File: src/rtl/wake_ctx_pkg.sv
package wake_ctx_pkg;
  localparam int unsigned ADDR_W = 8;
  localparam int unsigned DATA_W = 8;

  localparam logic [ADDR_W-1:0] ADR_BRIDGE  = 8'h3E;
  localparam logic [ADDR_W-1:0] ADR_SYS_LO  = 8'h80;
  localparam logic [ADDR_W-1:0] ADR_SYS_HI  = 8'h81;
  localparam logic [ADDR_W-1:0] ADR_EVT_ST  = 8'h88;
  localparam logic [ADDR_W-1:0] ADR_EVT_EN  = 8'h89;
  localparam logic [ADDR_W-1:0] ADR_PM_LO   = 8'hA4;
  localparam logic [ADDR_W-1:0] ADR_PM_HI   = 8'hA5;

  localparam logic [DATA_W-1:0] CTX_BRIDGE  = 8'h40;
  localparam logic [DATA_W-1:0] CTX_SYS_HI  = 8'h07;
  localparam logic [DATA_W-1:0] CTX_NONE    = 8'h00;

  localparam int unsigned WAKE_EN_BIT   = 0;
  localparam int unsigned WAKE_STAT_BIT = 7;
  localparam int unsigned CTX_W         = 5;
endpackage

File: src/rtl/wake_ctx_byte_reg.sv
module wake_ctx_byte_reg
  import wake_ctx_pkg::*;
#(
  parameter logic [DATA_W-1:0] RESET_VAL = '0,
  parameter logic [DATA_W-1:0] CTX_MASK  = '0
) (
  input  logic              clk_i,
  input  logic              rst_ni,
  input  logic              bus_rst_i,
  input  logic              keep_ctx_i,
  input  logic              we_i,
  input  logic [DATA_W-1:0] wdata_i,
  output logic [DATA_W-1:0] q_o
);
  logic [DATA_W-1:0] q;
  logic [DATA_W-1:0] bus_rst_val;

  always_comb begin
    if (keep_ctx_i) bus_rst_val = (q & CTX_MASK) | (RESET_VAL & ~CTX_MASK);
    else            bus_rst_val = RESET_VAL;
  end

  always_ff @(posedge clk_i or negedge rst_ni) begin
    if (!rst_ni)        q <= RESET_VAL;
    else if (bus_rst_i) q <= bus_rst_val;
    else if (we_i)      q <= wdata_i;
  end

  assign q_o = q;
endmodule

File: src/rtl/wake_ctx_evt_cell.sv
module wake_ctx_evt_cell (
  input  logic clk_i,
  input  logic rst_ni,
  input  logic bus_rst_i,
  input  logic set_i,
  input  logic w1c_i,
  input  logic en_we_i,
  input  logic en_wdata_i,
  output logic stat_o,
  output logic en_o,
  output logic evt_o
);
  logic stat_q, en_q;

  always_ff @(posedge clk_i or negedge rst_ni) begin
    if (!rst_ni) begin
      stat_q <= 1'b0;
      en_q   <= 1'b0;
    end else if (bus_rst_i) begin
      stat_q <= 1'b0;
      en_q   <= 1'b0;
    end else begin
      // set beats clear
      if (set_i)      stat_q <= 1'b1;
      else if (w1c_i) stat_q <= 1'b0;
      if (en_we_i)    en_q   <= en_wdata_i;
    end
  end

  assign stat_o = stat_q;
  assign en_o   = en_q;
  assign evt_o  = stat_q & en_q;
endmodule

File: src/rtl/wake_ctx_regbank.sv
module wake_ctx_regbank
  import wake_ctx_pkg::*;
#(
  parameter int unsigned NUM_EVT = 4
) (
  input  logic               clk_i,
  input  logic               rst_ni,
  input  logic               bus_rst_ni,
  input  logic               cfg_we_i,
  input  logic [ADDR_W-1:0]  cfg_addr_i,
  input  logic [DATA_W-1:0]  cfg_wdata_i,
  output logic [DATA_W-1:0]  cfg_rdata_o,
  input  logic [NUM_EVT-1:0] evt_i,
  input  logic               wake_evt_i,
  output logic               evt_o,
  output logic               wake_o
);
  localparam int unsigned PAD_W = DATA_W - NUM_EVT;

  initial begin
    if (NUM_EVT < 1 || NUM_EVT > DATA_W) $error("NUM_EVT out of range");
  end

  logic bus_rst;
  logic wake_en_q, wake_stat_q;
  logic [DATA_W-1:0] bridge_q, sys_lo_q, sys_hi_q, pm_lo_q;
  logic [NUM_EVT-1:0] evt_stat, evt_en, evt_hit;
  logic [CTX_W-1:0] ctx_vec;
  logic wr_bridge, wr_sys_lo, wr_sys_hi, wr_pm_lo, wr_pm_hi, wr_evt_st, wr_evt_en;

  assign bus_rst   = !bus_rst_ni;
  assign wr_bridge = cfg_we_i && cfg_addr_i == ADR_BRIDGE;
  assign wr_sys_lo = cfg_we_i && cfg_addr_i == ADR_SYS_LO;
  assign wr_sys_hi = cfg_we_i && cfg_addr_i == ADR_SYS_HI;
  assign wr_pm_lo  = cfg_we_i && cfg_addr_i == ADR_PM_LO;
  assign wr_pm_hi  = cfg_we_i && cfg_addr_i == ADR_PM_HI;
  assign wr_evt_st = cfg_we_i && cfg_addr_i == ADR_EVT_ST;
  assign wr_evt_en = cfg_we_i && cfg_addr_i == ADR_EVT_EN;

  wake_ctx_byte_reg #(.RESET_VAL(8'h00), .CTX_MASK(CTX_BRIDGE)) u_bridge (
    .clk_i, .rst_ni, .bus_rst_i(bus_rst), .keep_ctx_i(wake_en_q),
    .we_i(wr_bridge), .wdata_i(cfg_wdata_i), .q_o(bridge_q));

  wake_ctx_byte_reg #(.RESET_VAL(8'h00), .CTX_MASK(CTX_NONE)) u_sys_lo (
    .clk_i, .rst_ni, .bus_rst_i(bus_rst), .keep_ctx_i(wake_en_q),
    .we_i(wr_sys_lo), .wdata_i(cfg_wdata_i), .q_o(sys_lo_q));

  wake_ctx_byte_reg #(.RESET_VAL(8'h00), .CTX_MASK(CTX_SYS_HI)) u_sys_hi (
    .clk_i, .rst_ni, .bus_rst_i(bus_rst), .keep_ctx_i(wake_en_q),
    .we_i(wr_sys_hi), .wdata_i(cfg_wdata_i), .q_o(sys_hi_q));

  wake_ctx_byte_reg #(.RESET_VAL(8'h00), .CTX_MASK(CTX_NONE)) u_pm_lo (
    .clk_i, .rst_ni, .bus_rst_i(bus_rst), .keep_ctx_i(wake_en_q),
    .we_i(wr_pm_lo), .wdata_i(cfg_wdata_i), .q_o(pm_lo_q));

  // wake enable: global reset only
  always_ff @(posedge clk_i or negedge rst_ni) begin
    if (!rst_ni)                 wake_en_q <= 1'b0;
    else if (!bus_rst && wr_pm_hi) wake_en_q <= cfg_wdata_i[WAKE_EN_BIT];
  end

  // wake status: context bit, W1C, set wins
  always_ff @(posedge clk_i or negedge rst_ni) begin
    if (!rst_ni) wake_stat_q <= 1'b0;
    else if (bus_rst) begin
      if (!wake_en_q) wake_stat_q <= 1'b0;
    end else if (wake_evt_i) wake_stat_q <= 1'b1;
    else if (wr_pm_hi && cfg_wdata_i[WAKE_STAT_BIT]) wake_stat_q <= 1'b0;
  end

  for (genvar k = 0; k < NUM_EVT; k++) begin : g_evt
    wake_ctx_evt_cell u_cell (
      .clk_i, .rst_ni,
      .bus_rst_i (bus_rst),
      .set_i     (evt_i[k]),
      .w1c_i     (wr_evt_st && cfg_wdata_i[k]),
      .en_we_i   (wr_evt_en),
      .en_wdata_i(cfg_wdata_i[k]),
      .stat_o    (evt_stat[k]),
      .en_o      (evt_en[k]),
      .evt_o     (evt_hit[k]));
  end

  assign evt_o  = |evt_hit;
  assign wake_o = wake_stat_q & wake_en_q;
  assign ctx_vec = {bridge_q[6], sys_hi_q[2:0], wake_stat_q};

  logic [DATA_W-1:0] evt_stat_rd, evt_en_rd, pm_hi_rd;
  generate
    if (PAD_W > 0) begin : g_pad
      assign evt_stat_rd = {{PAD_W{1'b0}}, evt_stat};
      assign evt_en_rd   = {{PAD_W{1'b0}}, evt_en};
    end else begin : g_nopad
      assign evt_stat_rd = evt_stat;
      assign evt_en_rd   = evt_en;
    end
  endgenerate

  always_comb begin
    pm_hi_rd = '0;
    pm_hi_rd[WAKE_EN_BIT]   = wake_en_q;
    pm_hi_rd[WAKE_STAT_BIT] = wake_stat_q;
  end

  always_comb begin
    case (cfg_addr_i)
      ADR_BRIDGE: cfg_rdata_o = bridge_q;
      ADR_SYS_LO: cfg_rdata_o = sys_lo_q;
      ADR_SYS_HI: cfg_rdata_o = sys_hi_q;
      ADR_EVT_ST: cfg_rdata_o = evt_stat_rd;
      ADR_EVT_EN: cfg_rdata_o = evt_en_rd;
      ADR_PM_LO:  cfg_rdata_o = pm_lo_q;
      ADR_PM_HI:  cfg_rdata_o = pm_hi_rd;
      default:    cfg_rdata_o = '0;
    endcase
  end
endmodule

File: config.mk
export PLATFORM = sky130hd
export DESIGN_NAME = wake_ctx_regbank
export DESIGN_NICKNAME = d
export VERILOG_FILES = /design/src/rtl/wake_ctx_pkg.sv /design/src/rtl/wake_ctx_byte_reg.sv /design/src/rtl/wake_ctx_evt_cell.sv /design/src/rtl/wake_ctx_regbank.sv
export SDC_FILE = /design/constraint.sdc
export NUM_CORES = 1
export LEC_CHECK = 0
export BUFFER_PORTS_ARGS = -buffer_cell sky130_fd_sc_hd__buf_2
export CAP_MARGIN = 20
export CORE_MARGIN = 5
export CORE_UTILIZATION = 51
export CTS_CLUSTER_DIAMETER = 120
export DETAILED_ROUTE_END_ITERATION = 12
export GPL_TIMING_DRIVEN = 1
export PLACE_DENSITY = 0.75
export SLEW_MARGIN = 30
export SYNTH_ARGS = -nofsm -noshare
export SYNTH_HDL_FRONTEND = slang
export SYNTH_SLANG_ARGS = --single-unit
File: constraint.sdc
create_clock -name clk_i -period 1.8 [get_ports clk_i]
set_input_delay 0.36 -clock clk_i [delete_from_list [all_inputs] [get_ports clk_i]]
set_output_delay 0.36 -clock clk_i [all_outputs]
set_load 0.1 [all_outputs]
# After elaboration in Yosys (flattened, before gate mapping)
# Cells that the tools add are included.
# W data, S select, Z words.
[classes]
eq_ne = 18
mux = 35
bitwise = 5
n_reduce_logical = 17
[ops]
columns = ["cell", "count"]
rows = [
  ["$mux W8", 8],
  ["$pmux W8 S7", 1],
  ["$eq A8 B8 Y1 const B", 6],
  ["$mux W1", 24],
  ["$ne A3 B1 Y1 const B", 5],
  ["$logic_and A1 B1 Y1", 13],
  ["$ne A2 B1 Y1 const B", 5],
  ["$eq A8 B6 Y1 const B", 1],
  ["$mux W7", 1],
  ["$reduce_and A2 Y1", 3],
  ["$and A1 B1 Y1", 5],
  ["$reduce_or A4 Y1", 1],
  ["$mux W3", 1],
  ["$ne A2 B2 Y1 const B", 1],
]
[word_totals]
register_bits = 42
input_bits = 25
output_inout_bits = 10
elab_cells = 91

# Logic depth before layout (Yosys ltp)
# Gate-level depths: netlist (run 1).
[logic_depth]
ltp_word = 6
ltp_mapped = 6
ltp_nobuf = 4

# Cells and area by module
# Synthesis (run 1) repeated with hierarchy kept, for this count alone.
[hier_totals]
cells_unflattened = 224
hier_area_um2 = 2331.0
[modules_own_cells]
columns = ["module", "instances", "cells_each", "area_per_inst_um2", "seq_area_each_um2"]
rows = [
  ["wake_ctx_byte_reg (u_pm_lo ...)", 2, 26, 325.3, 200.2],
  ["wake_ctx_regbank", 1, 84, 646.9, 50.0],
  ["wake_ctx_evt_cell", 4, 8, 88.8, 50.0],
  ["wake_ctx_byte_reg (u_sys_hi)", 1, 29, 345.3, 200.2],
  ["wake_ctx_byte_reg (u_bridge)", 1, 27, 332.8, 200.2],
]

# Worst setup path after synthesis (run 1)
# Ideal clock, no wire load.
[synth_path]
path_kind = "input to output"
start = "input port cfg_addr_i[0]"
end = "output port cfg_rdata_o[0]"
arrival_ns = 2.437
required_ns = 1.440
setup_slack_ns = -0.997
path_stages = 5
path_cell_list = "buf_2 -> buf_2 -> nor2_1 -> a22oi_1 -> o211ai_1"
[synth_between]
elab_chain_cells = 2
[synth_rtl]
columns = ["item", "line_no", "rtl"]
rows = [
  ["start: declaration", "wake_ctx_regbank.sv:10", "input logic [ADDR_W-1:0] cfg_addr_i,"],
  ["$eq A8 B8 Y1 / $eq A8 B6 Y1 (equally long branches)", "wake_ctx_regbank.sv:106", "case (cfg_addr_i)"],
  ["$pmux W8 S7 *", "wake_ctx_regbank.sv:106", ""],
  ["end: declaration", "wake_ctx_regbank.sv:12", "output logic [DATA_W-1:0] cfg_rdata_o,"],
]
# Every way passes the cells marked *; elsewhere a longest branch is shown, timed or not.

# Worst setup path after layout (run 1)
[layout_path]
start = "register g_evt[3].u_cell.stat_q"
end = "output port cfg_rdata_o[3]"
[layout_between]
elab_chain_cells = 1
[layout_rtl]
columns = ["item", "line_no", "rtl"]
rows = [
  ["start: declaration", "wake_ctx_evt_cell.sv:13", "logic stat_q, en_q;"],
  ["start signal: assignment", "wake_ctx_evt_cell.sv:17", "stat_q <= 1'b0;"],
  ["start signal: assignment", "wake_ctx_evt_cell.sv:20", "stat_q <= 1'b0;"],
  ["start signal: assignment", "wake_ctx_evt_cell.sv:24", "if (set_i) stat_q <= 1'b1;"],
  ["$pmux W8 S7", "wake_ctx_regbank.sv:106", ""],
]
# Every way passes these cells.

==> results.md, run 1 <==
- Final hold violations: 11
- Layout Utilization: 76.4%
- GRT overflow: 0
- Pwr Density: 551 nW/µm²
- GP Congestion: 0.847
- Post-Syn Area: 2330 µm²
- Sequential fraction of the synthesis area: 45.0%
- Post-route setup slack: -0.340 ns
- Worst vdd ir: 0.444 mV
- Layout cell share with drive strength beyond 1: 39.3%
- # port buffers: 34
- Final wirelength: 6410 µm
- Failing checks: negative hold slack, negative setup slack
- Row cnt: 24
- Root buffer cell: clkbuf_8
- Initial core utilization: 53.3%
- Syn_area_per_cell: 10.4 µm²
- Area delta synth->final: 43.5%
- Flip-flop and latch area: 1050 µm²
- Clock sink total: 42
- Detail Route Antenna Nets: 0
- Vias in the first global route: 2189
- Final period util: 119%
- # hold bufs at CTS: 0
- Syn Nets: 249
- Worst-path maximum fanout: 2
- Fin Clk Skew: 0.00594 ns
- Least-Margin Pin Slew: 0.487 ns
- CP startpoint kind: flop
- Vias: 2058
- Total GRT Usage: 22.8%
- Ys async rst share: 100%
- ANT cells: 0
- WS Path Type: reg -> out
- Sum Neg Setup Slack: -1.35 ns
- Drt drc: 0
- Latest clock arrival within the worst-skew pair: 0.30 ns
- CTS tree: done
- Top-count cell post-synth: dfrtp_1
- Clk buf depth: 2
- RSZ-0062 raised after global routing: true
- Worst hold path type: in -> async
- Netlist cell types: 42
- Worst Path Arrival: 1.78 ns
- Max_cap viols: 0
- Vert. Die Dim: 77.7 µm
- Post-layout min period: 2.14 ns
- Placeable core area: 4380 µm²
- Status: finished with violations
- Vias/cell: 5.85
- Die ar.: 6030 µm²
- Pin count of the biggest net entering global routing: 48
- Register clock-pin slew on the reported worst setup and hold paths: 0.08 ns
- Area occupied by multi-input gates: 1390 µm²
- Inserted Clock Buffers: 5
- DRT iter0 DRCs: 125
- H-tree levels: 2
- YS warnings: 0
- Detailed Routing Iterations Pass 1: 4
- Critical Path RT: 1.44 ns
- Post-Syn Instances: 224
- Antenna violations before repair: 0
- Total chip power: 1.85 mW
- Ports: 35
- Peak Freq: 467 MHz
- Drt wl/cell: 18.2 µm
- Yosys top cell by area: dfrtp_1
- DP HPWL: 4580 µm
- EDFF count, synth: 0
- Yosys top cell area share: 45.0%
- Dominant synthesized flop cell: dfrtp_1
- Synth top cells by count: dfrtp_1, nand2_1, mux2i_1, nor2b_1, a21boi_1
- # setup viols final: 8
- WHS: -0.00336 ns
- Worst setup EP type: output port
- Slew margin rel.: 67.7%
- Die X: 77.7 µm
- Final Cell Area: 3350 µm²
- Slew Limit Fails: 0
- DP Area: 3030 µm²
- Net total in the final layout: 324
- Top area cells in the synthesized netlist: dfrtp_1, mux2i_1, nand2_1
- P_leak: 1.58 nW
- FF+latch count, synth: 42
- First-pass GRT wire length: 11000 µm
- Filler cells: 316
path summary, 6_finish.rpt:
check                                              end  depth (start not counted)  slack (ns)                   start
max in group asynchronous       g_evt[0].u_cell.stat_o                          2        1.33                  rst_ni
min in group clk_i              g_evt[0].u_cell.stat_o                          2        0.27                evt_i[0]
worst min register to register         u_sys_hi.q_o[0]                          2        0.52         u_sys_hi.q_o[0]
worst min-delay path                    u_pm_lo.q_o[6]                          1      -0.003                  rst_ni
worst max register to register             wake_stat_q                          2        0.64               wake_en_q
worst max-delay path                    cfg_rdata_o[3]                          4       -0.34  g_evt[3].u_cell.stat_o
placed cells by master, fill, tap and decap left out, types with 2 or more instances in the layout:
cell type | netlist | final
nand4b_1 | 2 | 2
nand4_1 | 2 | 2
buf_2 | 4 | 21
a32oi_1 | 3 | 3
dfrtp_1 | 42 | 42
nor2_1 | 5 | 3
buf_4 | 2 | 35
a22oi_1 | 6 | 5
a21boi_1 | 12 | 12
a221o_4 | 0 | 4
mux2i_4 | 0 | 2
clkbuf_8 | 0 | 6
nand2_2 | 0 | 2
mux2i_1 | 27 | 24
buf_6 | 1 | 10
buf_8 | 0 | 3
nand3_1 | 11 | 11
o211ai_1 | 3 | 3
nor3_4 | 0 | 3
a2bb2oi_1 | 3 | 2
nor3b_2 | 1 | 2
buf_12 | 0 | 11
nand2_1 | 33 | 31
a22o_1 | 2 | 2
o21ai_1 | 4 | 4
nor2b_1 | 19 | 18
and2_1 | 4 | 4
o21a_1 | 4 | 4
or3b_1 | 2 | 2
worst max-delay path, cell delays in order (launching register included):
cell and delay [ns]:
dfrtp_1 0.39, mux4_2 0.45, nor2b_4 0.14, a221o_4 0.33, buf_12 0.17
repair_timing:
action	CTS	global route
pin swaps	15	2
setup buffers	6	1
gates resized for setup	30	13
endpoints found under the setup margin	8	8
cell families (layout without fill, tap and decap cells):
kind of cell / after synthesis / count (layout) / share of synthesized area, %
flops: 42 / 42 / 45.0
mux: 30 / 30 / 13.5
compound gates: 44 / 44 / 14.7
simple gates: 96 / 96 / 24.0
buf+inv: 12 / 88 / 2.79
cell type report:
class                      count  area share, %
clock buffer                   6           2.47
clock inverter                 2          0.374
multi-input combinational    170           41.6
sequential                    42           31.4
tap                           52           1.94
timing repair buffer          80           22.3
flip-flops by register name (all words and copies together), names as in the netlist:
signal               cells
u_bridge.q_o             8
u_pm_lo.q_o              8
u_sys_hi.q_o             8
u_sys_lo.q_o             8
g_evt.u_cell.en_o        4
g_evt.u_cell.stat_o      4
wake_en_q                1
wake_stat_q              1
per-layer routing:
layer / global-route usage, % / share of wire, % / vias up
li1: - / - / 966
met1: 30.5 / 44 / 1025
met2: 37.2 / 49 / 56
met3: 4.75 / 4.7 / 11
met4: 6.53 / 1.7 / 0
met5: 0 / 0 / -
report_power, final:
| group | internal (mW) | switching, mW |
|---|---|---|
| clock network | 0.308 | 0.328 |
| registers | 0.952 | 0.00788 |
| logic | 0.118 | 0.131 |
stage by stage:
step | instances | hold slack [ns] | setup WS [ns]
floorplan | 224 | 0.0644 | -0.839
global placement | 337 | 0.330 | -0.246
detailed placement | 337 | 0.325 | -0.265
CTS | 351 | 0.00379 | -0.352
finish | 352 | -0.00336 | -0.340
global route | 352 | 0.0265 | -0.393
No activity file was read; power rests on OpenSTA's default activity.
==> run 2, diff against run 1 <==
- ABC_AREA: not set -> 1
==> results.md, run 2 <==
- Final hold violations: 0
- # hold bufs at CTS: 0
- Vert. Die Dim: 79.4 µm
- Slew Limit Fails: 0
- Yosys top cell by area: dfrtp_1
- EDFF count, synth: 0
- FF+latch count, synth: 42
- Critical Path RT: 1.44 ns
- GP Congestion: 0.877
- H-tree levels: 2
- Pin count of the biggest net entering global routing: 43
- Clock sink total: 42
- Net total in the final layout: 393
- Cell count after placement: 402
- CP startpoint kind: input pin
- ANT cells: 0
- Register clock-pin slew on the reported worst setup and hold paths: 0.07 ns
- Worst-path maximum fanout: 5
- Status: complete, no violations
- # port buffers: 34
- Max_cap viols: 0
- Final wirelength: 6680 µm
- Drt drc: 0
- Syn_area_per_cell: 7.85 µm²
- WS Path Type: in -> out
- Synth top cells by count: nand3_1, nand2_1, dfrtp_1, inv_1, nor2_1
- Peak Freq: 556 MHz
- Vias in the first global route: 2081
- Row cnt: 25
- Sequential fraction of the synthesis area: 42.7%
- Worst setup EP type: output port
- Worst hold path type: in -> async
- Layout cell share with drive strength beyond 1: 34.8%
- Final period util: 100%
- Crit path launch: cfg_addr_i[3]
- R2R Setup Slk: 0.84 ns
- Inserted Clock Buffers: 5
- Pwr Density: 589 nW/µm²
- Die ar.: 6310 µm²
- Slew margin rel.: 64.5%
- Fin cells: 422
- Netlist cell types: 20
- Placeable core area: 4690 µm²
- Post-Syn Area: 2460 µm²
- Least-Margin Pin Slew: 0.532 ns
- Antenna violations before repair: 0
- Total GRT Usage: 20.5%
- Total chip power: 1.99 mW
- Filler cells: 373
- CTS tree: done
- # setup viols final: 0
- Syn Nets: 338
- Fin Clk Skew: 0.0102 ns
- Detailed Routing Iterations Pass 1: 5
- Ports: 35
- Vias/cell: 5.74
- Post-layout min period: 1.80 ns
- Post-Syn Instances: 313
- Drt wl/cell: 15.8 µm
- Initial core utilization: 52.4%
- P_leak: 1.67 nW
- Worst vdd ir: 0.697 mV
- WHS: 0.123 ns
- Dominant synthesized flop cell: dfrtp_1
- Vias: 2424
- GRT overflow: 0
- Top area cells in the synthesized netlist: dfrtp_1, nand3_1, nand2_1
- Worst Path Arrival: 1.44 ns
- Die X: 79.4 µm
- Detail Route Antenna Nets: 0
- YS warnings: 0
- Ys async rst share: 100%
- Yosys top cell area share: 42.7%
- Most common cell after layout, fill and taps aside: nand3_1
- Area delta synth->final: 37.5%
- R2r startpoint: wake_en_q
- Most frequent cells in the layout: nand3_1, nand2_1, dfrtp_1
- Top-count cell post-synth: nand3_1
- DRT iter0 DRCs: 255
- Clk buf depth: 2
- First-pass GRT wire length: 10200 µm
- DP HPWL: 4530 µm
- Latest clock arrival within the worst-skew pair: 0.30 ns
- Root buffer cell: clkbuf_8
run 2: area by class of cell:
| type | instances | area [µm²] | area share [%] |
|---|---|---|---|
| clock inverter | 1 | 30.0 | 0.888 |
| inverter | 28 | 154 | 4.55 |
| clock buffer | 6 | 82.6 | 2.44 |
| tap | 54 | 67.6 | 2.00 |
| multi-input combinational | 229 | 1360 | 40.3 |
| sequential | 42 | 1050 | 31.1 |
| timing repair buffer | 62 | 632 | 18.7 |
run 2: worst paths after layout:
| path | end | depth (start not counted) |
|---|---|---|
| max | cfg_rdata_o[0] | 10 |
| min | u_sys_hi.q_o[4] | 2 |
| max reg2reg | u_sys_hi.q_o[2] | 4 |
| min reg2reg | u_bridge.q_o[2] | 2 |
| max in group asynchronous | u_sys_hi.q_o[7] | 2 |
| min in group clk_i | g_evt[3].u_cell.stat_o | 3 |
run 2: cell families after synthesis:
logic type	share of synthesized area (%)
simple gates	42.9
flops	42.7
buf+inv	8.24
compound gates	6.11
run 2: timing repair:
| action | 4_1_cts | 5_1_grt |
|---|---|---|
| resized for setup | 1 | 45 |
| endpoints found under the setup margin | 4 | 8 |
| endpoints found under the hold margin | 0 | 0 |
| pin swaps | 3 | 18 |
| cloned | 0 | 2 |
| buffers inserted | 1 | 10 |
run 2: stage by stage:
step / TNS, ns / utilization (%) / setup WS, ns / area (µm²)
after floorplan: -0.499 / - / -0.169 / 2600
after global placement: -0.0282 / 63.7 / -0.0282 / 2990
after detailed placement: -0.0613 / 63.7 / -0.0550 / 2990
after CTS: 0 / 66.6 / 0.0126 / 3120
after global routing: -0.115 / 72.1 / -0.0353 / 3380
final: 0 / 72.1 / 0.000594 / 3380
run 2: worst max-delay path: stages:
cell,delay [ns]
buf_6,0.10
inv_2,0.08
nand2_4,0.08
nor2_4,0.20
buf_12,0.15
nand3_2,0.09
nand2_2,0.08
nor2_1,0.05
nand2_2,0.08
buf_12,0.18
run 2: power breakdown:
group | switching, mW | total [mW] | leakage, nW | internal (mW)
combinational | 0.169 | 0.265 | 1.03 | 0.0961
sequential | 0.0100 | 0.963 | 0.580 | 0.953
clock | 0.321 | 0.765 | 0.0573 | 0.444
total | 0.500 | 1.99 | 1.67 | 1.49
run 2: per-layer routing:
metal  wire length, µm  track usage, %  up-vias
met1              2690            28.3     1154
met4                83            3.61        0
met3               493            3.84       12
met2              3410            33.9      106
met5                 0               0        -
li1                  -               -     1152
==> run 3, diff against run 2 <==
- RECOVER_POWER: not set -> 50
==> results.md, run 3 (same netlist as run 2, synthesis figures left out) <==
- Detail Route Antenna Nets: 0
- Latest clock arrival within the worst-skew pair: 0.30 ns
- Filler cells: 372
- Buffer and inverter count on the worst path: 4
- Root buffer cell: clkbuf_8
- Status: complete, no violations
- Flip-flop and latch area: 1050 µm²
- Peak Freq: 556 MHz
- Vias in the first global route: 2081
- Fin Clk Skew: 0.0104 ns
- Most common cell after layout, fill and taps aside: nand3_1
- # setup viols final: 0
- Die ar.: 6310 µm²
- Die X: 79.4 µm
- Slew Limit Fails: 0
- Worst Path Arrival: 1.44 ns
- Post-layout min period: 1.80 ns
- CTS tree: done
- DRT iter0 DRCs: 255
- H-tree levels: 2
- Slew margin rel.: 31.6%
- R2r startpoint: wake_en_q
- GP Congestion: 0.877
- Most Used Layer, Global Route: met2
- Pwr Density: 590 nW/µm²
- Worst-path maximum fanout: 5
- Vias/cell: 5.73
- Worst vdd ir: 0.697 mV
- Most frequent cells in the layout: nand3_1, nand2_1, dfrtp_1
- WHS: 0.266 ns
- Vias: 2417
- Max_cap viols: 0
- Worst hold path type: in -> reg
- Layout Utilization: 72.0%
- Ports: 35
- Total GRT Usage: 20.5%
- Layout cell share with drive strength beyond 1: 34.8%
- CP startpoint kind: input pin
- Worst R2R End: u_sys_hi.q_o[2]
- DP Area: 2990 µm²
- Clk buf depth: 2
- Net total in the final layout: 393
- R2R Setup Slk: 0.84 ns
- Worst setup EP type: output port
- First-pass GRT wire length: 10200 µm
- Grt met1 use: 28.3%
- Hold wc startpoint: evt_i[3]
- Post-Place Worst Slack: -0.0550 ns
- Final wirelength: 6690 µm
- CP max stage delay: 0.20 ns
- Clock sink total: 42
- Initial core utilization: 52.4%
- Slowest CP cell: nor2_4
- Drt drc: 0
- Area delta synth->final: 37.4%
- ANT cells: 0
- Register-to-Register Path Depth: 4
- Placeable core area: 4690 µm²
- DP HPWL: 4530 µm
- Critical path's top delay family: simple AND/OR/NAND/NOR gates
- Detailed Routing Iterations Pass 1: 5
- Drt wl/cell: 15.8 µm
- GRT met3 Usage: 3.84%
- P_leak: 1.67 nW
- GRT overflow: 0
- Post-route setup slack: 0.000328 ns
- Area occupied by multi-input gates: 1360 µm²
- Final hold violations: 0
- CP cell instances: buf_6 > inv_2 > nand2_4 > nor2_4 > buf_12 > nand3_2 > nand2_2 > nor2_1 > nand2_2 > buf_12
- Row cnt: 25
- Final period util: 100%
- Total chip power: 1.99 mW
- Pin count of the biggest net entering global routing: 43
- Antenna violations before repair: 0
- # hold bufs at CTS: 0
- Worst hold stages: 3
- Least-Margin Pin Slew: 1.03 ns
- # port buffers: 34
- Vert. Die Dim: 79.4 µm
- Inserted Clock Buffers: 5
- Met2 usage: 33.9%
- Critical Path RT: 1.44 ns
- WS Path Type: in -> out
- Final Cell Area: 3380 µm²
- Register clock-pin slew on the reported worst setup and hold paths: 0.09 ns
- Worst hold endpoint: g_evt[3].u_cell.stat_o
## run 3: cell count changes in the layout (fill, tap and decap cells not counted), sizes merged
cell	before	now
buf	60	59
clkbuf	8	9
## run 3: stage by stage
step | std cells | TNS (ns)
floorplan | 313 | -0.499
global placement | 402 | -0.0282
detailed placement | 402 | -0.0613
CTS | 410 | 0
global route | 422 | -0.115
finish | 422 | 0
## run 3: how the worst max path moves through the flow
stage | start | end | slack [ns] | cells after the start
finish | cfg_addr_i[3] | cfg_rdata_o[0] | 0.0003 | 10
global route | cfg_addr_i[3] | cfg_rdata_o[0] | -0.04 | 10
CTS | cfg_addr_i[4] | cfg_rdata_o[2] | 0.01 | 10
detailed placement | cfg_addr_i[6] | cfg_rdata_o[7] | -0.05 | 9
global placement | cfg_addr_i[6] | cfg_rdata_o[7] | -0.03 | 9
floorplan | cfg_addr_i[6] | cfg_rdata_o[4] | -0.17 | 7
## run 3: cell type report
type	instances	share of cell area (%)
Multi-Input combinational cell	229	40.4
Timing Repair Buffer	62	18.6
Inverter	28	4.56
Sequential cell	42	31.1
Tap cell	54	2.00
Clock inverter	1	0.889
Clock buffer	6	2.44
## run 3: report_power, final
part,switching (mW),internal [mW]
combinational,0.169,0.0954
clock,0.321,0.444
sequential,0.00988,0.953
total,0.500,1.49
## run 3: timing repair
item | CTS | global route
gates cloned | 0 | 2
setup buffers | 1 | 10
setup endpoints to repair | 4 | 8
pin swaps | 3 | 18
resized for setup | 1 | 45
## run 3: per-layer routing
metal | vias to the layer above | wire (µm) | share of wire [%]
met3 | 8 | 504 | 7.5
met4 | 0 | 70 | 1.0
met1 | 1151 | 2700 | 40
met2 | 106 | 3410 | 51
li1 | 1152 | - | -
met5 | - | 0 | 0
## run 3: tightest hold or removal path, stage by stage
cell and delay, ns:
buf_2 0.08, nand2_1 0.04, nand2_1 0.05
